## src/rtl/rdp_pkg.sv

```systemverilog
package rdp_pkg;

  typedef enum logic [1:0] {
    LVL0 = 2'd0,
    LVL1 = 2'd1,
    LVL2 = 2'd2
  } levelT;

  localparam logic [2:0] MODE_USER   = 3'd0;
  localparam logic [2:0] MODE_DEBUG  = 3'd1;
  localparam logic [2:0] MODE_RAM    = 3'd2;
  localparam logic [2:0] MODE_LOADER = 3'd3;
  localparam logic [2:0] MODE_PROV   = 3'd4;

  localparam logic [2:0] TGT_MAIN = 3'd0;
  localparam logic [2:0] TGT_OPT  = 3'd1;
  localparam logic [2:0] TGT_BKP  = 3'd2;
  localparam logic [2:0] TGT_SRAM = 3'd3;
  localparam logic [2:0] TGT_SYS  = 3'd4;

  localparam logic [1:0] OP_READ = 2'd0;

  localparam logic [7:0] CODE_OPEN   = 8'hAA;
  localparam logic [7:0] CODE_LOCKED = 8'hCC;

  typedef struct packed {
    logic loadLevel;
    logic setErr;
  } strobeT;

  function automatic levelT decodeLevel(input logic [7:0] b, input logic [7:0] c);
    if (c != ~b)            return LVL1;
    if (b == CODE_OPEN)     return LVL0;
    if (b == CODE_LOCKED)   return LVL2;
    return LVL1;
  endfunction

endpackage

```

## src/rtl/rdp_ctrl.sv

```systemverilog
module rdp_ctrl
  import rdp_pkg::*;
(
  input  logic       clk,
  input  logic       rstN,
  input  levelT      level,
  input  logic [2:0] bootMode,
  input  logic       bootLock,
  input  logic       sysSecure,
  input  logic       accValid,
  input  logic [2:0] accTarget,
  input  logic [1:0] accOp,
  input  logic       accSecure,
  input  logic       rdpWrValid,
  input  logic [7:0] rdpWrByte,
  input  logic [7:0] rdpWrCompl,
  input  logic       eraseOnRegress,
  output logic       accGrant,
  output logic       accBusErr,
  output logic       bootPermit,
  output logic       eraseReq,
  output strobeT     strobes
);

  logic  isModify;
  logic  modeOk;
  logic  secureWrOk;
  logic  allow;
  logic  optReject;
  logic  wrAccept;
  levelT newLevel;

  always_comb begin
    isModify   = (accOp != OP_READ);
    secureWrOk = sysSecure && accSecure;
    if (level == LVL2)
      modeOk = (bootMode == MODE_USER) || (bootMode == MODE_PROV && !bootLock);
    else
      modeOk = 1'b1;
    bootPermit = modeOk && (bootMode <= MODE_PROV);

    if (accTarget == TGT_SYS)
      allow = !isModify;
    else if (accTarget > TGT_SYS)
      allow = 1'b0;
    else if (!bootPermit)
      allow = 1'b0;
    else if (level == LVL0)
      allow = 1'b1;
    else if (accTarget == TGT_OPT)
      allow = (level == LVL2 && isModify) ? secureWrOk : 1'b1;
    else
      allow = (bootMode == MODE_USER);

    accGrant  = accValid && allow;
    accBusErr = accValid && !allow;
    optReject = accValid && !allow && isModify &&
                (accTarget == TGT_OPT) && (level == LVL2);

    newLevel  = decodeLevel(rdpWrByte, rdpWrCompl);
    wrAccept  = rdpWrValid && ((level != LVL2) || secureWrOk);
    eraseReq  = wrAccept && eraseOnRegress && (newLevel == LVL0) && (level != LVL0);

    strobes.loadLevel = wrAccept;
    strobes.setErr    = optReject || (rdpWrValid && !wrAccept);
  end

  a_r12_exclusive: assert property (@(posedge clk) disable iff (!rstN)
    !(accGrant && accBusErr));
  a_r12_answer: assert property (@(posedge clk) disable iff (!rstN)
    accValid |-> (accGrant || accBusErr));
  a_r9_sysmem_ro: assert property (@(posedge clk) disable iff (!rstN)
    (accValid && accTarget == TGT_SYS && accOp != OP_READ) |-> accBusErr);
  a_r7_erase_on_accept: assert property (@(posedge clk) disable iff (!rstN)
    eraseReq |-> (strobes.loadLevel && eraseOnRegress));
  a_r4_l2_debug_closed: assert property (@(posedge clk) disable iff (!rstN)
    (level == LVL2 && bootMode == MODE_DEBUG && accValid && accTarget != TGT_SYS) |-> accBusErr);

endmodule

```

## src/rtl/rdp_datapath.sv

```systemverilog
module rdp_datapath
  import rdp_pkg::*;
#(
  parameter int         NUM_VIEWS   = 2,
  parameter logic [7:0] RESET_BYTE  = 8'hFF,
  parameter logic [7:0] RESET_COMPL = 8'hFF
) (
  input  logic                 clk,
  input  logic                 rstN,
  input  strobeT               strobes,
  input  logic [7:0]           rdpWrByte,
  input  logic [7:0]           rdpWrCompl,
  input  logic                 sysSecure,
  input  logic [NUM_VIEWS-1:0] errClr,
  input  logic                 irqEn,
  output levelT                level,
  output logic [NUM_VIEWS-1:0] errFlag,
  output logic                 irq,
  output logic                 dbgEn
);

  logic [7:0] byteQ;
  logic [7:0] complQ;

  always_ff @(posedge clk or negedge rstN) begin
    if (!rstN) begin
      byteQ  <= RESET_BYTE;
      complQ <= RESET_COMPL;
    end else if (strobes.loadLevel) begin
      byteQ  <= rdpWrByte;
      complQ <= rdpWrCompl;
    end
  end

  assign level = decodeLevel(byteQ, complQ);
  assign dbgEn = rstN && (level != LVL2);

  for (genvar v = 0; v < NUM_VIEWS; v++) begin : g_view
    always_ff @(posedge clk or negedge rstN) begin
      if (!rstN)                errFlag[v] <= 1'b0;
      else if (strobes.setErr)  errFlag[v] <= 1'b1;
      else if (errClr[v])       errFlag[v] <= 1'b0;
    end
  end

  assign irq = irqEn && (|errFlag);

  a_r1_level_load: assert property (@(posedge clk) disable iff (!rstN)
    strobes.loadLevel |=> (level == decodeLevel($past(rdpWrByte), $past(rdpWrCompl))));
  a_r8_irreversible: assert property (@(posedge clk) disable iff (!rstN)
    (level == LVL2 && !sysSecure) |=> (level == LVL2));
  a_r10_flag_set: assert property (@(posedge clk) disable iff (!rstN)
    strobes.setErr |=> (&errFlag));
  a_r10_flag_hold: assert property (@(posedge clk) disable iff (!rstN)
    (!strobes.setErr && errClr == '0) |=> $stable(errFlag));

endmodule

```

## src/rtl/rdp_access_ctrl.sv

```systemverilog
module rdp_access_ctrl
  import rdp_pkg::*;
#(
  parameter int         NUM_VIEWS   = 2,
  parameter logic [7:0] RESET_BYTE  = 8'hFF,
  parameter logic [7:0] RESET_COMPL = 8'hFF
) (
  input  logic                 clk,
  input  logic                 rstN,
  input  logic [2:0]           bootMode,
  input  logic                 bootLock,
  input  logic                 sysSecure,
  input  logic                 accValid,
  input  logic [2:0]           accTarget,
  input  logic [1:0]           accOp,
  input  logic                 accSecure,
  output logic                 accGrant,
  output logic                 accBusErr,
  output logic                 hardFault,
  output logic                 bootPermit,
  output logic                 dbgEn,
  input  logic                 rdpWrValid,
  input  logic [7:0]           rdpWrByte,
  input  logic [7:0]           rdpWrCompl,
  input  logic                 eraseOnRegress,
  output logic                 eraseReq,
  output logic [1:0]           level,
  input  logic [NUM_VIEWS-1:0] errClr,
  output logic [NUM_VIEWS-1:0] errFlag,
  input  logic                 irqEn,
  output logic                 irq
);

  levelT  curLevel;
  strobeT strobes;

  rdp_ctrl u_ctrl (
    .clk           (clk),
    .rstN          (rstN),
    .level         (curLevel),
    .bootMode      (bootMode),
    .bootLock      (bootLock),
    .sysSecure     (sysSecure),
    .accValid      (accValid),
    .accTarget     (accTarget),
    .accOp         (accOp),
    .accSecure     (accSecure),
    .rdpWrValid    (rdpWrValid),
    .rdpWrByte     (rdpWrByte),
    .rdpWrCompl    (rdpWrCompl),
    .eraseOnRegress(eraseOnRegress),
    .accGrant      (accGrant),
    .accBusErr     (accBusErr),
    .bootPermit    (bootPermit),
    .eraseReq      (eraseReq),
    .strobes       (strobes)
  );

  rdp_datapath #(
    .NUM_VIEWS  (NUM_VIEWS),
    .RESET_BYTE (RESET_BYTE),
    .RESET_COMPL(RESET_COMPL)
  ) u_dp (
    .clk       (clk),
    .rstN      (rstN),
    .strobes   (strobes),
    .rdpWrByte (rdpWrByte),
    .rdpWrCompl(rdpWrCompl),
    .sysSecure (sysSecure),
    .errClr    (errClr),
    .irqEn     (irqEn),
    .level     (curLevel),
    .errFlag   (errFlag),
    .irq       (irq),
    .dbgEn     (dbgEn)
  );

  assign hardFault = accBusErr;
  assign level     = curLevel;

endmodule

```

## config.mk

```make
export PLATFORM = sky130hd
export DESIGN_NAME = rdp_access_ctrl
export DESIGN_NICKNAME = d
export VERILOG_FILES = /design/src/rtl/rdp_pkg.sv /design/src/rtl/rdp_ctrl.sv /design/src/rtl/rdp_datapath.sv /design/src/rtl/rdp_access_ctrl.sv
export SDC_FILE = /design/constraint.sdc
export NUM_CORES = 1
export LEC_CHECK = 0
export BUFFER_PORTS_ARGS = -buffer_cell sky130_fd_sc_hd__buf_2
export CORE_MARGIN = 2
export CORE_UTILIZATION = 45
export CTS_CLUSTER_SIZE = 16
export DETAILED_ROUTE_END_ITERATION = 8
export PLACE_DENSITY = 0.84
export SYNTH_ARGS = -nofsm -noshare
export SYNTH_HDL_FRONTEND = slang
export SYNTH_SLANG_ARGS = --single-unit
```

## constraint.sdc

```tcl
create_clock -name clk -period 5.8 [get_ports clk]
set_input_delay 1.16 -clock clk [delete_from_list [all_inputs] [get_ports clk]]
set_output_delay 1.16 -clock clk [all_outputs]
set_load 0.05 [all_outputs]
```

==> results.cfg <==
[worst_setup_path]
cp_cell_sequence = buf_2 -> or3b_2 -> o21a_1 -> mux2_2 -> a21o_1 -> a21boi_0 -> buf_2
worst-path-max-fanout = 3
slowest_delay_ps = 480
path_buf_inv = 2
worstSetupEndpointType = output port
cp_slowest_cell = or3b_2
r2r.worst_path.cells = 5
crit_arrival_ps = 2760
crit_family = simple AND/OR/NAND/NOR gates
cp.required_ps = 4640
worstSetupPathType = input pin to output port
cp-start-kind = input pin
reg2reg_slack_ps = 3460
timing.rr.start = u_dp.byteQ[6]
cp_common_cell = buf_2
reg2reg_to = u_dp.complQ[5]

[cells_and_area]
finish.utilization_pct = 57.8
nets = 176
drive_above_1_share_pct = 65.0
area_growth_pct = 24.2
diodes = 0
design_area_um2 = 1390
nFillCells = 218

[global_routing]
grt_overflow_total = 0
grt_max_degree = 20
grt_first_pass_wirelength_mm = 3.47
antenna_found_initial = 0
track_usage_pct = 16.8
grt_pass1_vias = 835

[synth]
yosys_warnings = 0
synthDistinctLibCells = 34
synth_nets = 128
ys_seq_elements = 18
syn_area_um2 = 1120
synth-edff-count = 0
synthCells = 93
syn-mean-instance-area_um2 = 12.1
synth_flop_cell = dfstp_2
synthArstFlopShare_pct = 100
synth_sequential_area_ratio_pct = 42.0

[placed_design]
hpwlAfterDp_mm = 1.92
detailedPlace.worstSlack_ps = 1890
io_buffers = 45
gp_congestion = 0.818
placed_cell_area_um2 = 1360

[detailed_routing]
routed_wl_mm = 2.34
first_iter_violations = 4
vias_per_cell = 5.37
wl_per_cell_um = 13.7
vias = 913
first_pass_iters = 4
drc = 0
ant_nets = 0

[power]
power.internal_mw = 0.218
power.density_nw_per_um2 = 217
power.leakage_nw = 0.649
p_total_mw = 0.302
peakVddDrop_uv = 214
swShare_pct = 27.7
seqPwrFrac_pct = 51.2
pwr-share-comb_pct = 22.9
p_switching_mw = 0.0837
clkPwrFrac_pct = 25.8

[timing]
fmax_mhz = 255
skew_ps = 3.84
tns_ps = 0
fin_crit_sh_pct = 67.6
slew_headroom_pct = 64.7
hold_viol_final = 0
worst_slack_ps = 1880
setup_violations = 0
tightest_slew_ps = 522
rsz0062_at_grt = no
finalCriticalPeriod_ps = 3920
drv_slew = 0

[clocking]
cts_tree = yes
htreeDepth = 1
cts_root_buffer = clkbuf_4
cts_buffer_depth = 2
cts_num_sinks = 18
numCtsBuffers = 3
clk_pin_slew_ps = 100
postCtsHoldBufs = 0
cts_setup_buffers = 0
clock_latency_ps = 300
post_cts_resized = 0

[die]
core_area_um2 = 2410
die_w_um = 53.9
die_h_um = 53.9
dieArea_um2 = 2910
pin_count = 46
row_count = 18
start_util_pct = 46.5

[outcome]
status = completed

[min_path]
hold_path_end = u_dp.errFlag[0]
min_path_type = flip-flop to flip-flop
hp-start = u_dp.errFlag[0]
whs_path_depth = 2

[flow_run]
max_cap_violations = 0
==> cell usage in the layout (no fill, tap or decap), types with 2 or more instances in the layout <==
| cell | synthesis | routed |
|---|---|---|
| buf_2 | 0 | 45 |
| dfstp_2 | 16 | 16 |
| mux2_4 | 9 | 9 |
| mux2_2 | 8 | 8 |
| xor2_1 | 6 | 6 |
| nand3_1 | 5 | 5 |
| nor2_1 | 5 | 5 |
| nand2_1 | 4 | 4 |
| nor4bb_1 | 3 | 3 |
| nand4_1 | 3 | 3 |
| clkbuf_4 | 0 | 3 |
| and4bb_2 | 2 | 2 |
| or2_2 | 2 | 2 |
| o21ai_0 | 2 | 2 |
| o21a_1 | 2 | 2 |
| a21oi_1 | 2 | 2 |
| a21o_1 | 2 | 2 |
| nor3_1 | 2 | 2 |
| nand2b_1 | 2 | 2 |
| dfrtp_1 | 2 | 2 |
==> power by group through the flow <==
stage / combinational, mW / sequential (mW) / clock (mW)
after CTS: 0.0699 / 0.155 / 0.0805
final: 0.0692 / 0.155 / 0.0780
after floorplan: 0.0489 / 0.153 / 0
after global placement: 0.0666 / 0.156 / 0
after global routing: 0.0750 / 0.156 / 0.0866
after detailed placement: 0.0697 / 0.157 / 0
==> cell type report <==
type | count | area [µm²] | area share, %
Tap cell | 30 | 37.5 | 2.70
Timing Repair Buffer | 45 | 225 | 16.2
Sequential cell | 18 | 470 | 33.8
Clock buffer | 4 | 36.3 | 2.61
Multi-Input combinational cell | 73 | 623 | 44.7
==> synth_stat cells (all sizes together), types with 2 or more instances <==
master / instances / area, µm²
nand2b: 2 / 12.5
nand4: 3 / 18.8
dfrtp: 2 / 50.1
and4bb: 2 / 25.0
mux2: 17 / 225
a21o: 2 / 15.0
a21oi: 2 / 10.0
buf: 2 / 27.5
or2: 2 / 12.5
o21ai: 2 / 10.0
nor2: 5 / 18.8
xor2: 6 / 52.6
dfstp: 16 / 420
nor4bb: 3 / 30.0
nor3: 2 / 10.0
nand2: 6 / 32.5
o21a: 2 / 15.0
nand3: 6 / 35.0
==> how the worst max path moves through the flow <==
stage	startpoint	end	slack, ps	depth (start not counted)
3_5_place_dp	accTarget[2]	accGrant	1890	7
6_report	accTarget[2]	accGrant	1880	7
3_3_place_gp	accTarget[2]	accGrant	1940	7
5_1_grt	accTarget[2]	accBusErr	1800	8
2_1_floorplan	accTarget[2]	accGrant	1350	5
4_1_cts	accTarget[2]	accGrant	1880	7
==> flip-flops by register name, summed over array words and instances, names as in the netlist <==
signal / flops
u_dp.complQ: 8
u_dp.byteQ: 8
u_dp.errFlag: 2
==> metal layers <==
layer	share of wire, %	track usage, %	vias up
met5	0	0	-
met4	0.90	5.13	0
met3	6.8	2.78	2
met2	51	30.5	35
met1	42	20.1	434
li1	-	-	442
==> worst register-to-register path: cells and delay by family, from the launching register on <==
family	cells	cell delay (ps)
multiplexers	1	390
flip-flops	1	580
AND/OR/NAND/NOR	4	1310
==> cell families after synthesis <==
group                     synth area share [%]
buffers and inverters                     2.46
xor gates and xnor gates                  4.69
DFF                                       42.0
AOI/OAI and AO/OA                         7.81
muxes                                     20.1
and+or+nand+nor                           23.0
==> per-stage QoR <==
step,std cells,hold slack (ps)
2_1_floorplan,93,598
3_3_place_gp,166,520
3_5_place_dp,166,527
4_1_cts,170,551
5_1_grt,170,585
6_report,170,543
(Power assumes the default switching activity.)
